### src/rtl/clkdiv_pkg.sv
package clkdiv_pkg;
  localparam int CNT_W   = 8;
  localparam int SEL_W   = 5;
  localparam int LO_LSB  = 0;
  localparam int HI_LSB  = 8;
  localparam int BYP_BIT = 16;
  localparam int ODD_BIT = 17;
  localparam int SEL_LSB = 18;
  localparam int CFG_W   = SEL_LSB + SEL_W;

  typedef struct packed {
    logic             bypass;
    logic             odd;
    logic [CNT_W-1:0] hi_cnt;
    logic [CNT_W-1:0] lo_cnt;
  } div_cfg_t;

  function automatic div_cfg_t unpack_cfg(input logic [CFG_W-1:0] w);
    div_cfg_t c;
    c.bypass = w[BYP_BIT];
    c.odd    = w[ODD_BIT];
    c.hi_cnt = w[HI_LSB +: CNT_W];
    c.lo_cnt = w[LO_LSB +: CNT_W];
    return c;
  endfunction

  function automatic logic [SEL_W-1:0] cfg_lane(input logic [CFG_W-1:0] w);
    return w[SEL_LSB +: SEL_W];
  endfunction
endpackage

### src/rtl/clkdiv_cfg_decode.sv
module clkdiv_cfg_decode
  import clkdiv_pkg::*;
#(
  parameter int N_OUT = 18
) (
  input  logic             clk,
  input  logic             rst,
  input  logic             fire,
  input  logic [SEL_W-1:0] sel,
  output logic [N_OUT-1:0] wr_stb
);
  for (genvar i = 0; i < N_OUT; i++) begin : g_stb
    assign wr_stb[i] = fire && (sel == SEL_W'(i));
  end

  // at most one lane stores any given word
  assert_one_lane_R6: assert property (@(posedge clk) disable iff (rst)
    $onehot0(wr_stb));
  // nothing is stored while reset holds
  assert_no_store_in_reset_R9: assert property (@(posedge clk)
    rst |-> (wr_stb == '0));
endmodule

### src/rtl/clkdiv_counter.sv
module clkdiv_counter
  import clkdiv_pkg::*;
#(
  parameter logic [CNT_W-1:0] DEF_HI = 1,
  parameter logic [CNT_W-1:0] DEF_LO = 1
) (
  input  logic     clk,
  input  logic     rst,
  input  logic     wr,
  input  div_cfg_t cfg_in,
  output div_cfg_t act,
  output logic     phase_hi,
  output logic     last_hi
);
  localparam div_cfg_t DEF_CFG = '{bypass: 1'b0, odd: 1'b0,
                                   hi_cnt: DEF_HI, lo_cnt: DEF_LO};

  div_cfg_t         pend_q, act_q;
  logic [CNT_W-1:0] cnt_q;
  logic             phase_q;
  logic             cnt_zero, boundary;

  assign cnt_zero = (cnt_q == '0);
  // in bypass the setting may be swapped on every input edge
  assign boundary = act_q.bypass || (!phase_q && cnt_zero);

  always_ff @(posedge clk) begin
    if (rst) begin
      pend_q  <= DEF_CFG;
      act_q   <= DEF_CFG;
      phase_q <= 1'b0;
      cnt_q   <= '0;
    end else begin
      if (wr) pend_q <= cfg_in;
      if (boundary) begin
        act_q   <= pend_q;
        phase_q <= 1'b1;
        cnt_q   <= pend_q.hi_cnt - CNT_W'(1);  // 0 wraps to 256 cycles
      end else if (cnt_zero) begin
        phase_q <= 1'b0;
        cnt_q   <= act_q.lo_cnt - CNT_W'(1);
      end else begin
        cnt_q   <= cnt_q - CNT_W'(1);
      end
    end
  end

  assign act      = act_q;
  assign phase_hi = phase_q;
  assign last_hi  = phase_q && cnt_zero && !act_q.bypass;

  // the setting in use only changes on a period boundary
  assert_swap_at_boundary_R7: assert property (@(posedge clk) disable iff (rst)
    !boundary |=> $stable(act_q));
  // reset leaves the lane low at the end of a period
  assert_reset_parks_R8: assert property (@(posedge clk)
    rst |=> (!phase_q && cnt_q == '0));
  // a high phase only begins at a boundary
  assert_high_starts_period_R2: assert property (@(posedge clk) disable iff (rst)
    $rose(phase_q) |-> $past(boundary));
  // a high phase only ends once its count is spent
  assert_high_ends_at_zero_R2: assert property (@(posedge clk) disable iff (rst)
    $fell(phase_q) |-> ($past(cnt_q) == '0));
endmodule

### src/rtl/clkdiv_outstage.sv
module clkdiv_outstage (
  input  logic clk,
  input  logic rst,
  input  logic phase_hi,
  input  logic last_hi,
  input  logic bypass,
  input  logic odd,
  output logic clk_o
);
  logic cut_q;

  // set in the middle of the final high cycle, cleared one half later
  always_ff @(negedge clk) begin
    if (rst) cut_q <= 1'b0;
    else     cut_q <= last_hi;
  end

  assign clk_o = bypass ? clk : (phase_hi && !(odd && cut_q));

  // the half-cycle cut never reaches into a low phase's end
  assert_cut_follows_high_R3: assert property (@(posedge clk) disable iff (rst)
    (cut_q && !phase_hi) |=> !cut_q || phase_hi);
endmodule

### src/rtl/clkdiv_bank.sv
module clkdiv_bank
  import clkdiv_pkg::*;
#(
  parameter int               N_OUT  = 18,
  parameter logic [CNT_W-1:0] DEF_HI = 1,
  parameter logic [CNT_W-1:0] DEF_LO = 1
) (
  input  logic             clk,
  input  logic             rst,
  input  logic             cfg_valid,
  output logic             cfg_ready,
  input  logic [CFG_W-1:0] cfg_word,
  output logic [N_OUT-1:0] clk_out
);
  logic [N_OUT-1:0] wr_stb;
  div_cfg_t         cfg_bus;
  logic             fire;

  assign cfg_ready = !rst;
  assign fire      = cfg_valid && cfg_ready;
  assign cfg_bus   = unpack_cfg(cfg_word);

  clkdiv_cfg_decode #(.N_OUT(N_OUT)) u_dec (
    .clk    (clk),
    .rst    (rst),
    .fire   (fire),
    .sel    (cfg_lane(cfg_word)),
    .wr_stb (wr_stb)
  );

  for (genvar i = 0; i < N_OUT; i++) begin : g_lane
    div_cfg_t act;
    logic     phase_hi, last_hi;

    clkdiv_counter #(.DEF_HI(DEF_HI), .DEF_LO(DEF_LO)) u_cnt (
      .clk      (clk),
      .rst      (rst),
      .wr       (wr_stb[i]),
      .cfg_in   (cfg_bus),
      .act      (act),
      .phase_hi (phase_hi),
      .last_hi  (last_hi)
    );

    clkdiv_outstage u_out (
      .clk      (clk),
      .rst      (rst),
      .phase_hi (phase_hi),
      .last_hi  (last_hi),
      .bypass   (act.bypass),
      .odd      (act.odd),
      .clk_o    (clk_out[i])
    );
  end

  // the port refuses words only during reset
  assert_ready_outside_reset_R9: assert property (@(posedge clk)
    !rst |-> cfg_ready);
endmodule

### config.mk
export PLATFORM = sky130hd
export DESIGN_NAME = clkdiv_bank
export DESIGN_NICKNAME = d
export VERILOG_FILES = /design/src/rtl/clkdiv_pkg.sv /design/src/rtl/clkdiv_cfg_decode.sv /design/src/rtl/clkdiv_counter.sv /design/src/rtl/clkdiv_outstage.sv /design/src/rtl/clkdiv_bank.sv
export SDC_FILE = /design/constraint.sdc
export NUM_CORES = 2
export LEC_CHECK = 0
export ABC_CLOCK_PERIOD_IN_PS = 3250
export BUFFER_PORTS_ARGS = -buffer_cell sky130_fd_sc_hd__buf_4
export CORE_ASPECT_RATIO = 1.75
export CORE_UTILIZATION = 55
export CTS_CLUSTER_SIZE = 16
export DETAILED_ROUTE_END_ITERATION = 10
export PLACE_DENSITY = 0.78
export SKIP_CTS_REPAIR_TIMING = 1
export SYNTH_ARGS = -nofsm -noshare
export SYNTH_HDL_FRONTEND = slang
export SYNTH_HIERARCHICAL = 1
export SYNTH_SLANG_ARGS = --single-unit
### constraint.sdc
create_clock -name clk -period 3.25 [get_ports clk]
set_input_delay 0.8125 -clock clk [delete_from_list [all_inputs] [get_ports clk]]
set_output_delay 0.8125 -clock clk [all_outputs]
set_load 0.005 [all_outputs]
==> results.md <==
| Group | Result | This run |
| --- | --- | --- |
| outcome | Status | finished with violations |
| outcome | Failing checks | setup timing |
| floorplanning | Area of the die | 58410 um2 |
| sta | Setup tns final | -12.48 ns |
| floorplanning | Core Area | 56400 um2 |
| setup path | Critical path fanouts, max | 1 |
| pwr | Cell Pwr Density | 927.9 nW/um2 |
| sta | Clock Skews | 0.05686 ns |
| placed design | Placer congestion estimate | 0.9420 |
| placed design | Placed cells | 4337 |
| layout | Commonest cells after routing, fill and taps aside | sky130_fd_sc_hd__dfxtp_1, sky130_fd_sc_hd__nand2_1, sky130_fd_sc_hd__nor2_1, sky130_fd_sc_hd__mux2i_1, sky130_fd_sc_hd__a21oi_1 |
| hold path | Worst Hold Class | flop to flop |
| logic synthesis | Mean instance size in the synthesized netlist | 8.752 um2 |
| setup path | List of cells traversed by the critical path | a21bo_1, o21ai_4, buf_6 |
| global route | Number of antenna violations at the first check in global routing | 2 |
| flow run | Total of max-cap violations | 0 |
| detailed routing | Number of DRC markers after the initial detailed-route iteration | 2006 |
| setup path | Worst endpoint data arrival time | 3.21 ns |
| sta | Setup-violating endpoint count in the final report | 36 |
| detailed routing | DRC violations left | 0 |
| sta | Max Slew Vio Count | 0 |
| layout | Most frequent standard cell in the layout excluding fill and tap cells | sky130_fd_sc_hd__dfxtp_1 |
| pwr | Worst VDD drop | 0.5061 mV |
| detailed routing | Via/cell ratio | 6.009 |
| detailed routing | Total wire length after detailed routing | 86130 um |
| setup path | Class of the most critical setup path | flop to output pin |
| global route | Overall global routing resource usage | 0.2929 |
| setup path | Count of buffering cells on the critical path with inverters included | 1 |
| logic synthesis | Synthesized instance count | 3608 |
| clocking | Clock latency on the worst-skew pair | 0.78 ns |
| detailed routing | Iteration count of the initial detailed-routing pass | 5 |
| sta | Measured slew at the worst slew-check pin | 0.8970 ns |
| setup path | Setup crit end kind | output pin |
| global route | First-pass GRT wire length | 136700 um |
| detailed routing | Detail Route Antenna Nets | 0 |
| setup path | Launching element type of the critical path | flop |
| detailed routing | Routed wire per std cell | 19.32 um |
| floorplanning | Starting density of the core | 0.5598 |
| layout | Area grow syn2layout | 13.11% |
| pwr | P_leak | 0.01310 uW |
| sta | Worst slew margin | 0.3941 |
| floorplanning | # IOs | 45 |
| logic synthesis | Number of nets in the synthesized netlist | 3652 |
| sta | Setup slack of the critical path after layout | -0.7757 ns |
| global route | Pin count of the biggest net entering global routing | 68 |
| global route | Number of global-route vias before repair | 26520 |
| detailed routing | Via count of the routed design | 26790 |
| setup path | Longest individual stage delay on the worst path | 0.29 ns |
| logic synthesis | Summed instance area of the synthesized netlist | 31580 um2 |
| floorplanning | Overall die width | 183.1 um |
| layout | Post-route insts no fill | 4458 |
| logic synthesis | Number of warning messages in the yosys log | 6 |
| layout | Total Nets Final | 3691 |
| layout | Proportion of layout cells with a drive suffix above 1 | 0.1282 |
| clocking | CTS tree | built |
| floorplanning | Height of the chip | 319.0 um |
| global route | GRT overflow | 0 |
| placed design | Post-Place Setup Slack | 0.1387 ns |
| pwr | Final Power | 33140 uW |
| setup path | Endpoint required time on the critical path | 2.44 ns |
| placed design | Detailed-placement wirelength estimate | 55070 um |
| setup path | Critical path's top delay family | compound AO/OA/AOI/OAI gates |
| placed design | Count of buffers inserted at the top-level ports | 44 |
| layout | Count of filler cells inserted in the layout | 4791 |
| setup path | Highest-delay cell along the critical path | sky130_fd_sc_hd__dfxtp_1 |
| sta | Setup repair after global routing missed its margin | yes |
| sta | Final number of hold-violating endpoints | 0 |
| floorplanning | Floorplan row count | 115 |
| clocking | Clock transition at the register clock pins on the worst setup and hold paths after CTS | 0.06 ns |
per-stage QoR:
| stage | instance area (um2) | utilization | hold WS (ns) |
|---|---|---|---|
| global placement | 33410 | 0.5923 | 0.4399 |
| CTS | 35700 | 0.6329 | 0.4449 |
| finish | 35720 | 0.6332 | 0.4468 |
| global route | 35720 | 0.6332 | 0.4549 |
| detailed placement | 33410 | 0.5923 | 0.4463 |
| floorplan | 31580 | - | 0.4320 |
power breakdown:
part / internal (uW) / leakage, uW / switching, uW
Combinational: 6040 / 0.00618 / 8120
Clock: 4950 / 0.00137 / 3780
Sequential: 9380 / 0.00555 / 861
layout make-up:
class                           instances  area [um2]  area share
Multi-Input combinational cell       2581       16580      0.4641
Antenna cell                            1       2.502  0.00007006
Clock buffer                          103        2032     0.05689
Clock inverter                         53       467.9     0.01310
Timing Repair Buffer                  203        1719     0.04813
Tap cell                              760       950.9     0.02662
Sequential cell                       684       13690      0.3834
Inverter                               73       274.0    0.007672
path summary, 6_finish.rpt:
check / from / to / slack (ns) / cells past startpoint
hold reg to reg: g_lane[11].u_cnt/pend_q[1] / g_lane[11].u_cnt/act[1] / 0.45 / 2
setup / recovery: g_lane[14].u_out/cut_q / clk_out[14] / -0.78 / 3
setup reg to reg: g_lane[3].u_cnt/cnt_q[5] / g_lane[3].u_out/cut_q / 0.31 / 4
hold / removal: g_lane[11].u_cnt/pend_q[1] / g_lane[11].u_cnt/act[1] / 0.45 / 2
tightest hold or removal path, delay by kind of cell (launching register included):
family             cells  cell delay, ns
AOI/OAI and AO/OA      1            0.06
and+or+nand+nor        1            0.05
DFF                    1            0.31
routing by layer:
metal / global-route usage / share of wire / vias up
met5: 0 / 0.00015 / -
met4: 0.1891 / 0.062 / 2
li1: - / - / 12820
met1: 0.3210 / 0.38 / 12840
met2: 0.5153 / 0.50 / 800
met3: 0.05150 / 0.057 / 324
flip-flops by register name, indices dropped and copies added (netlist names):
signal                 count
g_lane.u_cnt/phase_hi     18
g_lane.u_cnt/pend_q      324
g_lane.u_out/cut_q        18
g_lane.u_cnt/cnt_q       144
g_lane.u_cnt/act         180
No activity file was read; power rests on OpenSTA's default activity.
